$ cat src/rtl/pwr_pkg.sv
package pwr_pkg;
  typedef enum logic [2:0] {
    ST_RESET,
    ST_RUN,
    ST_IDLE,
    ST_PD,
    ST_DRAIN
  } pwr_state_e;
endpackage

$ cat src/rtl/pwr_wake_detect.sv
module pwr_wake_detect #(
  parameter int unsigned NUM_IRQ = 8
) (
  input  logic [NUM_IRQ-1:0] irq_pend_i,
  input  logic [NUM_IRQ-1:0] irq_en_i,
  output logic               wake_o
);
  logic [NUM_IRQ-1:0] armed;

  for (genvar g = 0; g < NUM_IRQ; g++) begin : g_line
    assign armed[g] = irq_pend_i[g] & irq_en_i[g];
  end

  assign wake_o = |armed;
endmodule

$ cat src/rtl/pwr_osc_timer.sv
module pwr_osc_timer #(
  parameter int unsigned SETTLE_CYC = 16
) (
  input  logic clk_i,
  input  logic rst_ni,
  input  logic osc_en_i,
  output logic settled_o
);
  localparam int unsigned CntW = $clog2(SETTLE_CYC + 1);
  localparam logic [CntW-1:0] CntMax = CntW'(SETTLE_CYC);

  logic [CntW-1:0] cnt_q;

  // count restarts whenever the oscillator is off
  always_ff @(posedge clk_i or negedge rst_ni) begin
    if (!rst_ni)            cnt_q <= '0;
    else if (!osc_en_i)     cnt_q <= '0;
    else if (cnt_q != CntMax) cnt_q <= cnt_q + 1'b1;
  end

  assign settled_o = (cnt_q == CntMax);

  assert_cnt_bound_R7: assert property (@(posedge clk_i) disable iff (!rst_ni)
    cnt_q <= CntMax);
  assert_cnt_clear_R7: assert property (@(posedge clk_i) disable iff (!rst_ni)
    !osc_en_i |=> !settled_o);
endmodule

$ cat src/rtl/pwr_seq_fsm.sv
module pwr_seq_fsm
  import pwr_pkg::*;
#(
  parameter int unsigned DRAIN_CYC = 2
) (
  input  logic clk_i,
  input  logic rst_ni,
  input  logic ext_rst_i,
  input  logic req_idle_i,
  input  logic req_pd_i,
  input  logic wake_i,
  input  logic settled_i,
  output logic cpu_clk_en_o,
  output logic per_clk_en_o,
  output logic osc_en_o,
  output logic ram_inhibit_o,
  output logic core_rst_o,
  output logic idle_o,
  output logic pd_o
);
  localparam int unsigned DrW = (DRAIN_CYC > 1) ? $clog2(DRAIN_CYC) : 1;
  localparam logic [DrW-1:0] DrLast = DrW'(DRAIN_CYC - 1);

  pwr_state_e      state_q, state_d;
  logic [DrW-1:0]  dcnt_q, dcnt_d;

  always_comb begin
    state_d = state_q;
    dcnt_d  = dcnt_q;
    unique case (state_q)
      ST_RESET: if (!ext_rst_i && settled_i) state_d = ST_RUN;
      ST_RUN: begin
        if (ext_rst_i)       state_d = ST_RESET;
        else if (req_pd_i)   state_d = ST_PD;   // power-down wins
        else if (req_idle_i) state_d = ST_IDLE;
      end
      ST_IDLE: begin
        if (ext_rst_i) begin
          state_d = ST_DRAIN;
          dcnt_d  = '0;
        end else if (wake_i) begin
          state_d = ST_RUN;
        end
      end
      ST_PD: if (ext_rst_i) state_d = ST_RESET;
      ST_DRAIN: begin
        if (dcnt_q == DrLast) state_d = ST_RESET;
        else                  dcnt_d  = dcnt_q + 1'b1;
      end
      default: state_d = ST_RESET;
    endcase
  end

  always_ff @(posedge clk_i or negedge rst_ni) begin
    if (!rst_ni) begin
      state_q <= ST_RESET;
      dcnt_q  <= '0;
    end else begin
      state_q <= state_d;
      dcnt_q  <= dcnt_d;
    end
  end

  always_comb begin
    cpu_clk_en_o  = 1'b0;
    per_clk_en_o  = 1'b0;
    osc_en_o      = 1'b1;
    ram_inhibit_o = 1'b0;
    core_rst_o    = 1'b0;
    unique case (state_q)
      ST_RESET: begin
        core_rst_o   = 1'b1;
        cpu_clk_en_o = settled_i;
        per_clk_en_o = settled_i;
      end
      ST_RUN: begin
        cpu_clk_en_o = 1'b1;
        per_clk_en_o = 1'b1;
      end
      ST_IDLE: per_clk_en_o = 1'b1;
      ST_PD:   osc_en_o = 1'b0;
      ST_DRAIN: begin
        cpu_clk_en_o  = 1'b1;
        per_clk_en_o  = 1'b1;
        ram_inhibit_o = 1'b1;  // ports still reachable
      end
      default: core_rst_o = 1'b1;
    endcase
  end

  assign idle_o = (state_q == ST_IDLE);
  assign pd_o   = (state_q == ST_PD);

  assert_pd_prio_R2: assert property (@(posedge clk_i) disable iff (!rst_ni)
    (state_q == ST_RUN && req_pd_i && !ext_rst_i) |=> pd_o);
  assert_idle_wake_R4: assert property (@(posedge clk_i) disable iff (!rst_ni)
    (idle_o && wake_i && !ext_rst_i) |=> cpu_clk_en_o && !core_rst_o && !idle_o);
  assert_idle_hold_R5: assert property (@(posedge clk_i) disable iff (!rst_ni)
    (idle_o && !wake_i && !ext_rst_i) |=> idle_o);
  assert_pd_no_wake_R6: assert property (@(posedge clk_i) disable iff (!rst_ni)
    (pd_o && !ext_rst_i) |=> pd_o);
  assert_settle_hold_R7: assert property (@(posedge clk_i) disable iff (!rst_ni)
    (core_rst_o && !settled_i) |=> core_rst_o);
  assert_ext_hold_R8: assert property (@(posedge clk_i) disable iff (!rst_ni)
    (core_rst_o && ext_rst_i) |=> core_rst_o);
  assert_inhibit_window_R9: assert property (@(posedge clk_i) disable iff (!rst_ni)
    ram_inhibit_o |-> (cpu_clk_en_o && !core_rst_o));
  assert_rst_prio_R10: assert property (@(posedge clk_i) disable iff (!rst_ni)
    (idle_o && ext_rst_i) |=> ram_inhibit_o);
  assert_flags_excl_R11: assert property (@(posedge clk_i) disable iff (!rst_ni)
    $onehot0({idle_o, pd_o, core_rst_o, ram_inhibit_o}));
endmodule

$ cat src/rtl/pwr_mode_ctrl.sv
module pwr_mode_ctrl #(
  parameter int unsigned NUM_IRQ    = 8,
  parameter int unsigned SETTLE_CYC = 16,
  parameter int unsigned DRAIN_CYC  = 2
) (
  input  logic               clk_i,
  input  logic               rst_ni,
  input  logic               ext_rst_i,
  input  logic               req_idle_i,
  input  logic               req_pd_i,
  input  logic [NUM_IRQ-1:0] irq_pend_i,
  input  logic [NUM_IRQ-1:0] irq_en_i,
  output logic               cpu_clk_en_o,
  output logic               per_clk_en_o,
  output logic               osc_en_o,
  output logic               ram_inhibit_o,
  output logic               core_rst_o,
  output logic               idle_o,
  output logic               pd_o
);
  logic wake;
  logic settled;

  pwr_wake_detect #(.NUM_IRQ(NUM_IRQ)) i_wake (
    .irq_pend_i (irq_pend_i),
    .irq_en_i   (irq_en_i),
    .wake_o     (wake)
  );

  pwr_osc_timer #(.SETTLE_CYC(SETTLE_CYC)) i_osc_timer (
    .clk_i     (clk_i),
    .rst_ni    (rst_ni),
    .osc_en_i  (osc_en_o),
    .settled_o (settled)
  );

  pwr_seq_fsm #(.DRAIN_CYC(DRAIN_CYC)) i_fsm (
    .clk_i         (clk_i),
    .rst_ni        (rst_ni),
    .ext_rst_i     (ext_rst_i),
    .req_idle_i    (req_idle_i),
    .req_pd_i      (req_pd_i),
    .wake_i        (wake),
    .settled_i     (settled),
    .cpu_clk_en_o  (cpu_clk_en_o),
    .per_clk_en_o  (per_clk_en_o),
    .osc_en_o      (osc_en_o),
    .ram_inhibit_o (ram_inhibit_o),
    .core_rst_o    (core_rst_o),
    .idle_o        (idle_o),
    .pd_o          (pd_o)
  );
endmodule

$ cat config.mk
export PLATFORM = sky130hd
export DESIGN_NAME = pwr_mode_ctrl
export DESIGN_NICKNAME = d
export VERILOG_FILES = /design/src/rtl/pwr_pkg.sv /design/src/rtl/pwr_wake_detect.sv /design/src/rtl/pwr_osc_timer.sv /design/src/rtl/pwr_seq_fsm.sv /design/src/rtl/pwr_mode_ctrl.sv
export SDC_FILE = /design/constraint.sdc
export NUM_CORES = 1
export LEC_CHECK = 0
export ABC_AREA = 1
export BUFFER_PORTS_ARGS = -buffer_cell sky130_fd_sc_hd__buf_2
export CELL_PAD_IN_SITES_DETAIL_PLACEMENT = 0
export CELL_PAD_IN_SITES_GLOBAL_PLACEMENT = 2
export CORE_MARGIN = 3
export CORE_UTILIZATION = 25
export DETAILED_ROUTE_END_ITERATION = 12
export PLACE_DENSITY = 0.89
export SYNTH_ARGS = -nofsm -noshare
export SYNTH_HDL_FRONTEND = slang
export SYNTH_SLANG_ARGS = --single-unit
$ cat constraint.sdc
create_clock -name clk_i -period 2 [get_ports clk_i]
set_input_delay 0.3 -clock clk_i [delete_from_list [all_inputs] [get_ports clk_i]]
set_output_delay 0.3 -clock clk_i [all_outputs]
set_load 0.01 [all_outputs]
# Yosys cells after proc, flatten, opt, wreduce, memory -nomap -nowiden
# Index checks and enable logic that the tools add are counted.
# word_totals
output_inout_bits,7
rom_bits,0
memories,0
elab_cells,55
ff_bits,9
ramBits,0
inputBits,21
latchBits,0
# op_classes
n_reduce_logical,11
eq_ne,12
bitwise_logic,8
mul,0
mux,19
magnitude_cmp,0
add_sub_neg,2
shifts,0
div_mod_pow,0
# op_table
operator,count
3-bit 2-to-1 mux,8
3-bit case mux with 5 select lines,1
5-bit 2-to-1 mux,2
1-bit bitwise AND,8
8-bit OR reduction,1
"3-bit by 2-bit equality test with 1-bit output, second input constant",2
1-bit case mux with 2 select lines,3
"5-bit by 1-bit adder with 5-bit output, second input constant",1
"5-bit equality test, second input constant",1
1-bit 2-to-1 mux,5
"5-bit inequality test, second input constant",1
5-bit AND reduction,1
"2-bit by 1-bit inequality test with 1-bit output, second input constant",2
"2-bit inequality test, second input constant",2
"4-bit inequality test, second input constant",1
2-bit nonzero test,2
4-bit OR reduction,1
"3-bit by 1-bit equality test with 1-bit output, second input constant",1
"3-bit equality test, second input constant",1
3-bit zero test,1
"3-bit by 2-bit inequality test with 1-bit output, second input constant",1
3-bit OR reduction,1
2-bit AND reduction,1
2-bit OR reduction,1
3 further kinds,3

# Depth between registers and ports, before layout
# Gate-level depths: netlist (run 1).
# depth
ltp_word,5
mapped_depth,11
mapped_depth_nobuf,11

# Cells and area by module
# From an unflattened synthesis (run 1), not the netlist that was laid out.
# unflattened
cells_unflattened,107
hier_area_um2,693.2
# modules_own_cells
module,seq_area_each_um2,area_per_inst_um2,cells_each,n_inst
pwr_seq_fsm,100.1,359.1,56,1
pwr_osc_timer,125.1,277.8,36,1
pwr_wake_detect,0.0,56.3,15,1

# Least setup slack after synthesis (run 1)
# OpenSTA, ideal clock, no wires.
# synth_timing
path_kind,register to output
startpoint,register i_fsm.state_q[0]
endpoint,output port per_clk_en_o
path_stages_with_launch,8
slack_ps,633
n_path_buf,0
arrival_time_ps,1067
t_required_ps,1700
path_cell_list,dfrtp_1 -> inv_1 -> nand2_2 -> nor2_1 -> inv_1 -> nand2_1 -> inv_1 -> nand3_1
# synth_between
elab_chain_len,3
# synth_rtl
item,line_no,text
from (decl),pwr_seq_fsm.sv:24,"pwr_state_e state_q, state_d;"
from (signal assigned),pwr_seq_fsm.sv:59,state_q <= state_d;
"3-bit by 2-bit equality test with 1-bit output, or another cell as far along",pwr_seq_fsm.sv:70,unique case (state_q)
3-bit OR reduction (no source line),--,
1-bit case mux with 2 select lines *,pwr_seq_fsm.sv:70,
to (decl),pwr_mode_ctrl.sv:14,"output logic per_clk_en_o,"
# Every way passes the cells marked *; elsewhere a longest branch is shown, timed or not.

# Worst setup path after layout (run 1)
# layout_timing
startpoint,register i_osc_timer.cnt_q[0]
endpoint,output port per_clk_en_o
# layout_between
elab_chain_len,2
# layout_rtl
item,line_no,text
from (decl),pwr_osc_timer.sv:12,logic [CntW-1:0] cnt_q;
from (signal assigned),pwr_osc_timer.sv:18,else if (cnt_q != CntMax) cnt_q <= cnt_q + 1'b1;
5-bit equality test,pwr_osc_timer.sv:21,assign settled_o = (cnt_q == CntMax);
1-bit case mux with 2 select lines,pwr_seq_fsm.sv:70,
# No other way between the ends.

==> reports/results.ini, run 1 <==
[synthesis]
synth_compound_area_share_pct=7.93
synthTopCellsByArea=dfrtp_1 35%, nand2_1 15%, inv_1 8.1%, nand3_1 7.0%, nor2_1 7.0%
synthMuxAreaShare_pct=0
synth_top_area_cell=dfrtp_1
synthXorXnorAreaFrac_pct=2.71
synth_warnings=0
syn_nets=119
seq_area_frac_synth_pct=34.8
yosys.area_share.simple_pct=41.4
synthDominantCellAreaShare_pct=34.8
syn-cell-area_um2=647
synth_top_family_by_area=simple AND/OR/NAND/NOR gates
ys_types=20
syn_inst=96
ys_ff_latch=9
avgSynthCellArea_um2=6.74
synth_fa_ha_area_share_pct=3.87

[route]
via_per_inst=4.41
drc=0
drt_iter0_drc=6
firstDrtPassIters=5
wl_per_cell_um=10.2
wl_mm=1.59
num_vias=688
antenna_left=0

[placement]
globalplace.congestion=0.813
hpwl_mm=1.29
portBuffers=27
place_area_um2=817

[timing]
setup_tns_ns=0
hold_viol=0
fin_worst_skew_ns=0.000698
worstMarginPinSlew_ns=0.259
slew_violations=0
layout_min_cycle_time_ns=1.78
clock.fmax_ghz=0.560
relSlewSlack_pct=82.7
post-route-period-util_pct=89.2
rsz0062_at_grt=false
setup_viol=0

[pwr]
swShare_pct=47.3
combPwrFrac_pct=55.8
ir_worst_vdd_mv=0.546
p_switching_mw=0.558
power_frac_clock_pct=12.4
seqPwrFrac_pct=31.8
p_int_mw=0.621
p_leak_nw=0.488
powerDensity_nw_per_um2=1380
power_mw=1.18

[clock_tree]
cts_hold_buffers=1
ctsLongestPathBuffers=2
cts-buffers-inserted=3
cts_resized=0
cts-root-buf=clkbuf_4
postCtsSetupBuffers=0
htree_levels=1
clk_latency_ns=0.27
cts_tree=built
cts_sinks=9
path_clk_slew_ns=0.06

[global_routing]
grt_start_max_net_pins=10
grt_first_pass_wirelength_mm=2.64
grt_usage_pct=10.6
grt_pass1_vias=629
gr-total-overflow=0
antenna_found_initial=0

[critical_path]
rr_worst_depth=11
required_ns=1.70
path_class=flip-flop to primary output
crit_arrival_ns=1.48
crit_fanout=5
startpoint_type=flip-flop
crit_path_end_kind=primary output

[finish]
final_nets=152
multi_input_area_um2=362
n_antenna_cell=0
postLayoutCoreUtil_pct=36.5
drive_above_1_share_pct=32.0
nFillCells=267
final_area_um2=853
area_growth_pct=31.9
regArea_um2=225

[die]
die_area_um2=3230
initial_utilization_pct=27.6
rows=17
coreArea_um2=2340
num_io_pins=28
fp.dieH_um=56.9
dieWidth_um=56.9

[min_path]
hold_class=input port to asynchronous set/reset pin

[status]
status=complete, no violations

[flow_run]
drv_cap=0

state kept, by name (all words and copies together) (netlist names):
register / flops
i_osc_timer.cnt_q: 5
i_fsm.state_q: 3
i_fsm.dcnt_q: 1
power by group through the flow:
| stage | registers (mW) | clock network, mW | logic, mW |
|---|---|---|---|
| floorplan | 0.351 | 0 | 0.479 |
| global placement | 0.374 | 0 | 0.664 |
| detailed placement | 0.380 | 0 | 0.655 |
| CTS | 0.374 | 0.153 | 0.666 |
| global route | 0.393 | 0.159 | 0.759 |
| finish | 0.375 | 0.147 | 0.658 |
worst max-delay path, stage by stage, from the launching register on:
cell	delay (ns)
dfrtp_1	0.42
inv_1	0.07
ha_1	0.14
nand2_1	0.05
inv_1	0.07
nand2_1	0.07
inv_1	0.12
nand2_1	0.08
nand3_1	0.08
buf_2	0.13
layout make-up:
class	instances	share of cell area, %
clock buffer	4	3.08
inverter	16	7.04
multi-input combinational	71	42.4
sequential	9	26.4
tap	28	4.11
timing repair buffer	28	17.0
per-layer routing:
metal | track usage (%) | share of wire (%)
met2 | 16.2 | 46
met5 | 0 | 0
met1 | 13.7 | 48
met3 | 2.76 | 4.7
met4 | 4.97 | 0.88
metrics by stage:
step | setup slack, ns | hold slack [ns] | cells
floorplan | 0.633 | 0.00441 | 96
global placement | 0.530 | 0.163 | 151
detailed placement | 0.486 | 0.167 | 151
CTS | 0.203 | 0.406 | 156
global route | 0.0297 | 0.448 | 156
finish | 0.216 | 0.408 | 156
Yosys cell counts (all sizes together):
| cell | n |
|---|---|
| nand3 | 11 |
| nor2 | 15 |
| inv | 16 |
| or2 | 1 |
| a21oi | 3 |
| xnor2 | 1 |
| nor3 | 1 |
| dfrtp | 9 |
| nand2 | 28 |
| a211oi | 1 |
| ha | 2 |
| o21ai | 5 |
| xor2 | 1 |
| nand4 | 2 |
logic make-up (layout without fill, tap and decap cells):
kind of cell	after synthesis	in the layout
AND/OR/NAND/NOR	58	58
buffers and inverters	16	48
AO/OA/AOI/OAI	9	9
flip-flops	9	9
adder cells (fa/ha/maj)	2	2
XOR/XNOR	2	2
layout by cell type, fill, tap and decap left out, types with 2 or more instances in the layout:
cell type,netlist,layout
ha_1,2,2
nand2_2,2,2
o21ai_0,4,4
nand2_1,26,26
inv_2,2,2
nand3_2,2,2
nor2_2,2,2
nor2_1,12,12
buf_2,0,27
nand3_1,9,9
nand4_1,2,2
inv_1,14,14
a21oi_1,3,3
dfrtp_1,9,9
clkbuf_4,0,3
worst paths after layout:
kind | startpoint | to | slack [ns]
max in group asynchronous | rst_ni | i_osc_timer.cnt_q[4] | 1.41
max | i_osc_timer.cnt_q[0] | per_clk_en_o | 0.22
max reg2reg | i_osc_timer.cnt_q[0] | i_fsm.state_q[0] | 0.71
min | rst_ni | i_osc_timer.cnt_q[2] | 0.41
min in group clk_i | ext_rst_i | i_fsm.state_q[1] | 0.41
min reg2reg | i_osc_timer.cnt_q[0] | i_osc_timer.cnt_q[0] | 0.52
No activity file was read; power rests on OpenSTA's default activity.
==> run 2, diff against run 1 <==
- CORE_MARGIN: 3 -> 5
==> reports/results.ini, run 2 (synthesis gave the netlist of run 1 again) <==
[critical_path]
crit_path_end_kind=primary output
path_buf_inv=4
endpoint=per_clk_en_o
crit_start=i_osc_timer.cnt_q[1]
r2r_setup_slack_ns=0.68
startpoint_type=flip-flop
crit_slowest_cell=dfrtp_1
r2r_end=i_fsm.state_q[0]
crit_cells=9
required_ns=1.70
worstReg2RegStart=i_osc_timer.cnt_q[1]
crit_arrival_ns=1.50
crit_fanout=4
rr_worst_depth=11
crit_path_cell_trace=inv_1 -> ha_1 -> nand2_1 -> inv_1 -> nand2_1 -> inv_1 -> nand2_1 -> nand3_1 -> buf_2
path_class=flip-flop to primary output
slowest_delay_ns=0.40
crit_family=flip-flops

[finish]
drive_above_1_share_pct=32.0
layout_common_cells=27 x buf_2, 26 x nand2_1, 14 x inv_1, 12 x nor2_1
largest_reg_flops=5
reg_top3=i_osc_timer.cnt_q: 5 flops, i_fsm.state_q: 3 flops, i_fsm.dcnt_q: 1 flops
nFillCells=283
final_area_um2=856
n_antenna_cell=0
regMostFlops=i_osc_timer.cnt_q
final_nets=152
layout_commonest_cell=buf_2
area_growth_pct=32.3
finalNonFillerCells=158

[timing]
clock.fmax_ghz=0.557
worstMarginPinSlew_ns=0.249
post-route-period-util_pct=89.8
slew_violations=0
fin_hold_ws_ns=0.407
relSlewSlack_pct=83.4
setup_tns_ns=0
hold_viol=0
fin_worst_skew_ns=0.0108
layout_min_cycle_time_ns=1.80
rsz0062_at_grt=false
setup_viol=0

[clock_tree]
path_clk_slew_ns=0.07
cts_resized=0
postCtsSetupBuffers=0
cts-root-buf=clkbuf_4
cts-buffers-inserted=3
clk_latency_ns=0.27
cts_sinks=9
ctsLongestPathBuffers=2
htree_levels=1
cts_tree=built

[placement]
hpwl_mm=1.32
place_area_um2=820
dp_cells=153
portBuffers=27
globalplace.congestion=0.756

[die]
initial_utilization_pct=26.1
rows=18
fp.dieH_um=60.9
dieWidth_um=60.9
coreArea_um2=2480
num_io_pins=28
die_area_um2=3700

[route]
num_vias=678
drt_iter0_drc=22
antenna_left=0
drc=0
wl_per_cell_um=9.91
firstDrtPassIters=4
wl_mm=1.57
via_per_inst=4.29

[flow_run]
drv_cap=0

[pwr]
powerDensity_nw_per_um2=1380
p_leak_nw=0.488
ir_worst_vdd_mv=0.597

[global_routing]
grt_start_max_net_pins=10
gr-total-overflow=0
grt_usage_pct=9.42
antenna_found_initial=0
grt_first_pass_wirelength_mm=2.73
grt_pass1_vias=650

[min_path]
hold_class=input port to asynchronous set/reset pin

[status]
status=complete, no violations

## run 2: metal layers
| layer | track usage (%) | vias to the layer above | routed length [um] |
|---|---|---|---|
| met5 | 0 | - | 0 |
| met4 | 0.929 | 0 | 0 |
| met3 | 2.55 | 0 | 83 |
| met2 | 15.9 | 14 | 756 |
| met1 | 12.5 | 301 | 725 |
| li1 | - | 363 | - |
## run 2: metrics by stage
stage / util [%] / setup WS [ns] / power (mW)
3_5_place_dp: 33.1 / 0.497 / 1.04
6_report: 34.5 / 0.205 / 1.18
5_1_grt: 34.5 / 0.0664 / 1.30
3_3_place_gp: 33.1 / 0.530 / 1.04
2_1_floorplan: - / 0.633 / 0.830
4_1_cts: 34.5 / 0.202 / 1.19
## run 2: worst min path at each step
stage | from | end | slack, ns | depth (start not counted)
after floorplan | rst_ni | i_fsm.dcnt_q | 0.004 | 0
after global placement | rst_ni | i_osc_timer.cnt_q[2] | 0.16 | 1
after detailed placement | rst_ni | i_osc_timer.cnt_q[2] | 0.16 | 1
after CTS | rst_ni | i_fsm.dcnt_q | 0.41 | 2
after global routing | rst_ni | i_fsm.dcnt_q | 0.43 | 2
final | rst_ni | i_osc_timer.cnt_q[1] | 0.41 | 2
## run 2: cell type report
| cell class | instances | area (um^2) | share of cell area [%] |
|---|---|---|---|
| Clock buffer | 4 | 26.3 | 3.07 |
| Inverter | 16 | 60.1 | 7.02 |
| Multi-Input combinational cell | 71 | 362 | 42.3 |
| Sequential cell | 9 | 225 | 26.3 |
| Tap cell | 30 | 37.5 | 4.39 |
| Timing Repair Buffer | 28 | 145 | 17.0 |
## run 2: report_power, final
part / switching (mW) / internal (mW)
Sequential: 0.105 / 0.272
Combinational: 0.388 / 0.272
Clock: 0.0663 / 0.0769
## run 2: what timing repair did
item | in CTS | in global routing
setup endpoints to repair | 0 | 0
hold endpoints to repair | 9 | 0
hold buffers | 1 | 0
==> run 3, diff against run 2 <==
- ABC_AREA: 1 -> not set
- CORE_UTILIZATION: 25 -> 27
- PLACE_DENSITY: 0.89 -> 0.88
==> reports/results.ini, run 3 <==
[status]
status=complete, no violations

[clock_tree]
ctsLongestPathBuffers=2
path_clk_slew_ns=0.07
cts_sinks=9
cts-root-buf=clkbuf_4
postCtsSetupBuffers=0
clk_latency_ns=0.26
cts-buffers-inserted=3
htree_levels=1
cts_tree=built

[pwr]
powerDensity_nw_per_um2=1140
ir_worst_vdd_mv=0.350
p_leak_nw=0.406
swShare_pct=39.0
power_frac_clock_pct=15.0
power_mw=0.926
seqPwrFrac_pct=39.0
combPwrFrac_pct=46.0
p_int_mw=0.565
p_switching_mw=0.361

[timing]
hold_viol=0
fin_worst_skew_ns=0.00872
relSlewSlack_pct=79.0
worstMarginPinSlew_ns=0.315
fin_hold_ws_ns=0.315
post-route-period-util_pct=91.3
clock.fmax_ghz=0.547
rsz0062_at_grt=false
layout_min_cycle_time_ns=1.83
setup_viol=0
setup_tns_ns=0
slew_violations=0

[synthesis]
yosys.area_share.simple_pct=20.7
synth_compound_area_share_pct=23.2
synth_top_family_by_area=compound AO/OA/AOI/OAI gates
avgSynthCellArea_um2=9.49
async_reset_ff_share_pct=100
synth_warnings=0
synth_most_common_cell=dfrtp_1
synthDominantCellAreaShare_pct=37.7
synth_top_area_cell=dfrtp_1
syn_inst=63
synthMuxAreaShare_pct=1.67
synth_edf_count=0
seq_area_frac_synth_pct=37.7
ys_ff_latch=9
synthXorXnorAreaFrac_pct=5.86
synth-main-ff-cell=dfrtp_1
synth_common_cells=9 x dfrtp_1, 8 x nor2_1, 5 x inv_1
syn-cell-area_um2=598
ys_types=33
synth_fa_ha_area_share_pct=4.18
syn_nets=86
synthTopCellsByArea=dfrtp_1 38%, nor2_1 5.0%, a2111oi_4 4.6%, a22o_1 4.4%, ha_1 4.2%

[global_routing]
antenna_found_initial=0
grt_pass1_vias=616
grt_usage_pct=9.84
grt_first_pass_wirelength_mm=2.50
grt_start_max_net_pins=12
gr-total-overflow=0

[route]
wl_met2_um=672
via_per_inst=4.85
antenna_left=0
num_vias=592
wl_per_cell_um=11.9
drt_iter0_drc=5
drc=0
wl_met3_um=133
top_layer=met4
wl_mm=1.45
firstDrtPassIters=4
wl_met1_um=614

[finish]
layout_commonest_cell=buf_2
n_antenna_cell=0
reg_top3=i_osc_timer.cnt_q: 5 flops, i_fsm.state_q: 3 flops, i_fsm.dcnt_q: 1 flops
final_nets=118
nFillCells=233
regMostFlops=i_osc_timer.cnt_q
layout_common_cells=27 x buf_2, 9 x dfrtp_1, 8 x nor2_1, 5 x inv_1
area_growth_pct=36.0
largest_reg_flops=5
multi_input_area_um2=348
regArea_um2=225
drive_above_1_share_pct=39.4

[critical_path]
r2r_setup_slack_ns=0.48
worstReg2RegStart=i_osc_timer.cnt_q[0]
crit_fanout=3
slowest_delay_ns=0.38
crit_family=flip-flops
crit_slowest_cell=dfrtp_1
path_class=flip-flop to primary output
r2r_end=i_osc_timer.cnt_q[2]
startpoint_type=flip-flop
crit_cells=6
crit_path_end_kind=primary output
required_ns=1.70
crit_start=i_osc_timer.cnt_q[0]
endpoint=per_clk_en_o
path_buf_inv=2
crit_arrival_ns=1.53
rr_worst_depth=6
crit_path_cell_trace=inv_1 -> ha_1 -> nor4bb_4 -> nor3_1 -> o22ai_1 -> buf_2

[placement]
portBuffers=27
globalplace.congestion=0.705

[die]
rows=17
initial_utilization_pct=27.6
die_area_um2=3260
dieWidth_um=57.1
coreArea_um2=2170
num_io_pins=28
fp.dieH_um=57.1

[flow_run]
drv_cap=0

[min_path]
hp-start=ext_rst_i
hold_depth=3
hold_class=input port to flip-flop

-- run 3: kinds of logic after synthesis --
group	count (synthesis)
buf+inv	8
xor+xnor	4
compound gates	15
simple gates	24
fa+ha+maj	2
flops	9
mux	1
-- run 3: area by class of cell --
type                    count  share of cell area (%)
multi-input cells          46                    42.8
flip-flops and latches      9                    27.7
repair buffers             30                    19.7
well taps                  28                    4.31
clock buffers               4                    3.23
inverters                   5                    2.31
-- run 3: power by group through the flow --
stage               clock network, mW  logic, mW  registers, mW
floorplan                           0      0.321          0.308
global placement                    0      0.400          0.345
detailed placement                  0      0.414          0.355
CTS                             0.148      0.418          0.352
global route                    0.163      0.480          0.378
finish                          0.139      0.426          0.361
-- run 3: worst min-delay path by stage --
stage	end	slack [ns]
after global routing	i_fsm.state_q[2]	0.33
after floorplan	i_fsm.dcnt_q	0.004
after CTS	i_fsm.state_q[2]	0.31
after detailed placement	i_osc_timer.cnt_q[4]	0.17
after global placement	i_osc_timer.cnt_q[3]	0.16
final	i_fsm.state_q[2]	0.31
-- run 3: worst register-to-register path, stage by stage, from the launching register on --
cell and delay [ns]:
dfrtp_1 0.38, inv_1 0.09, ha_1 0.20, nor4bb_4 0.15, buf_4 0.16, or3b_1 0.35
a21oi_1 0.13
-- run 3: per-stage QoR --
step,cell area (um^2),cells,util (%),setup slack [ns]
6_report,813,122,37.5,0.173
5_1_grt,813,122,37.5,0.0356
4_1_cts,798,122,36.8,0.0198
3_5_place_dp,762,117,35.1,0.317
3_3_place_gp,762,117,35.1,0.357
2_1_floorplan,598,63,-,0.394
-- run 3: repair_timing --
item / 4_1_cts / 5_1_grt
setup endpoints to repair: 0 / 2
hold buffers: 1 / 0
gates resized for setup: 0 / 2
endpoints found under the hold margin: 9 / 0
-- run 3: metal layers --
metal,vias to the layer above,track usage [%]
li1,286,-
met3,2,2.71
met1,279,10.9
met5,-,0
met4,0,6.95
met2,25,16.2
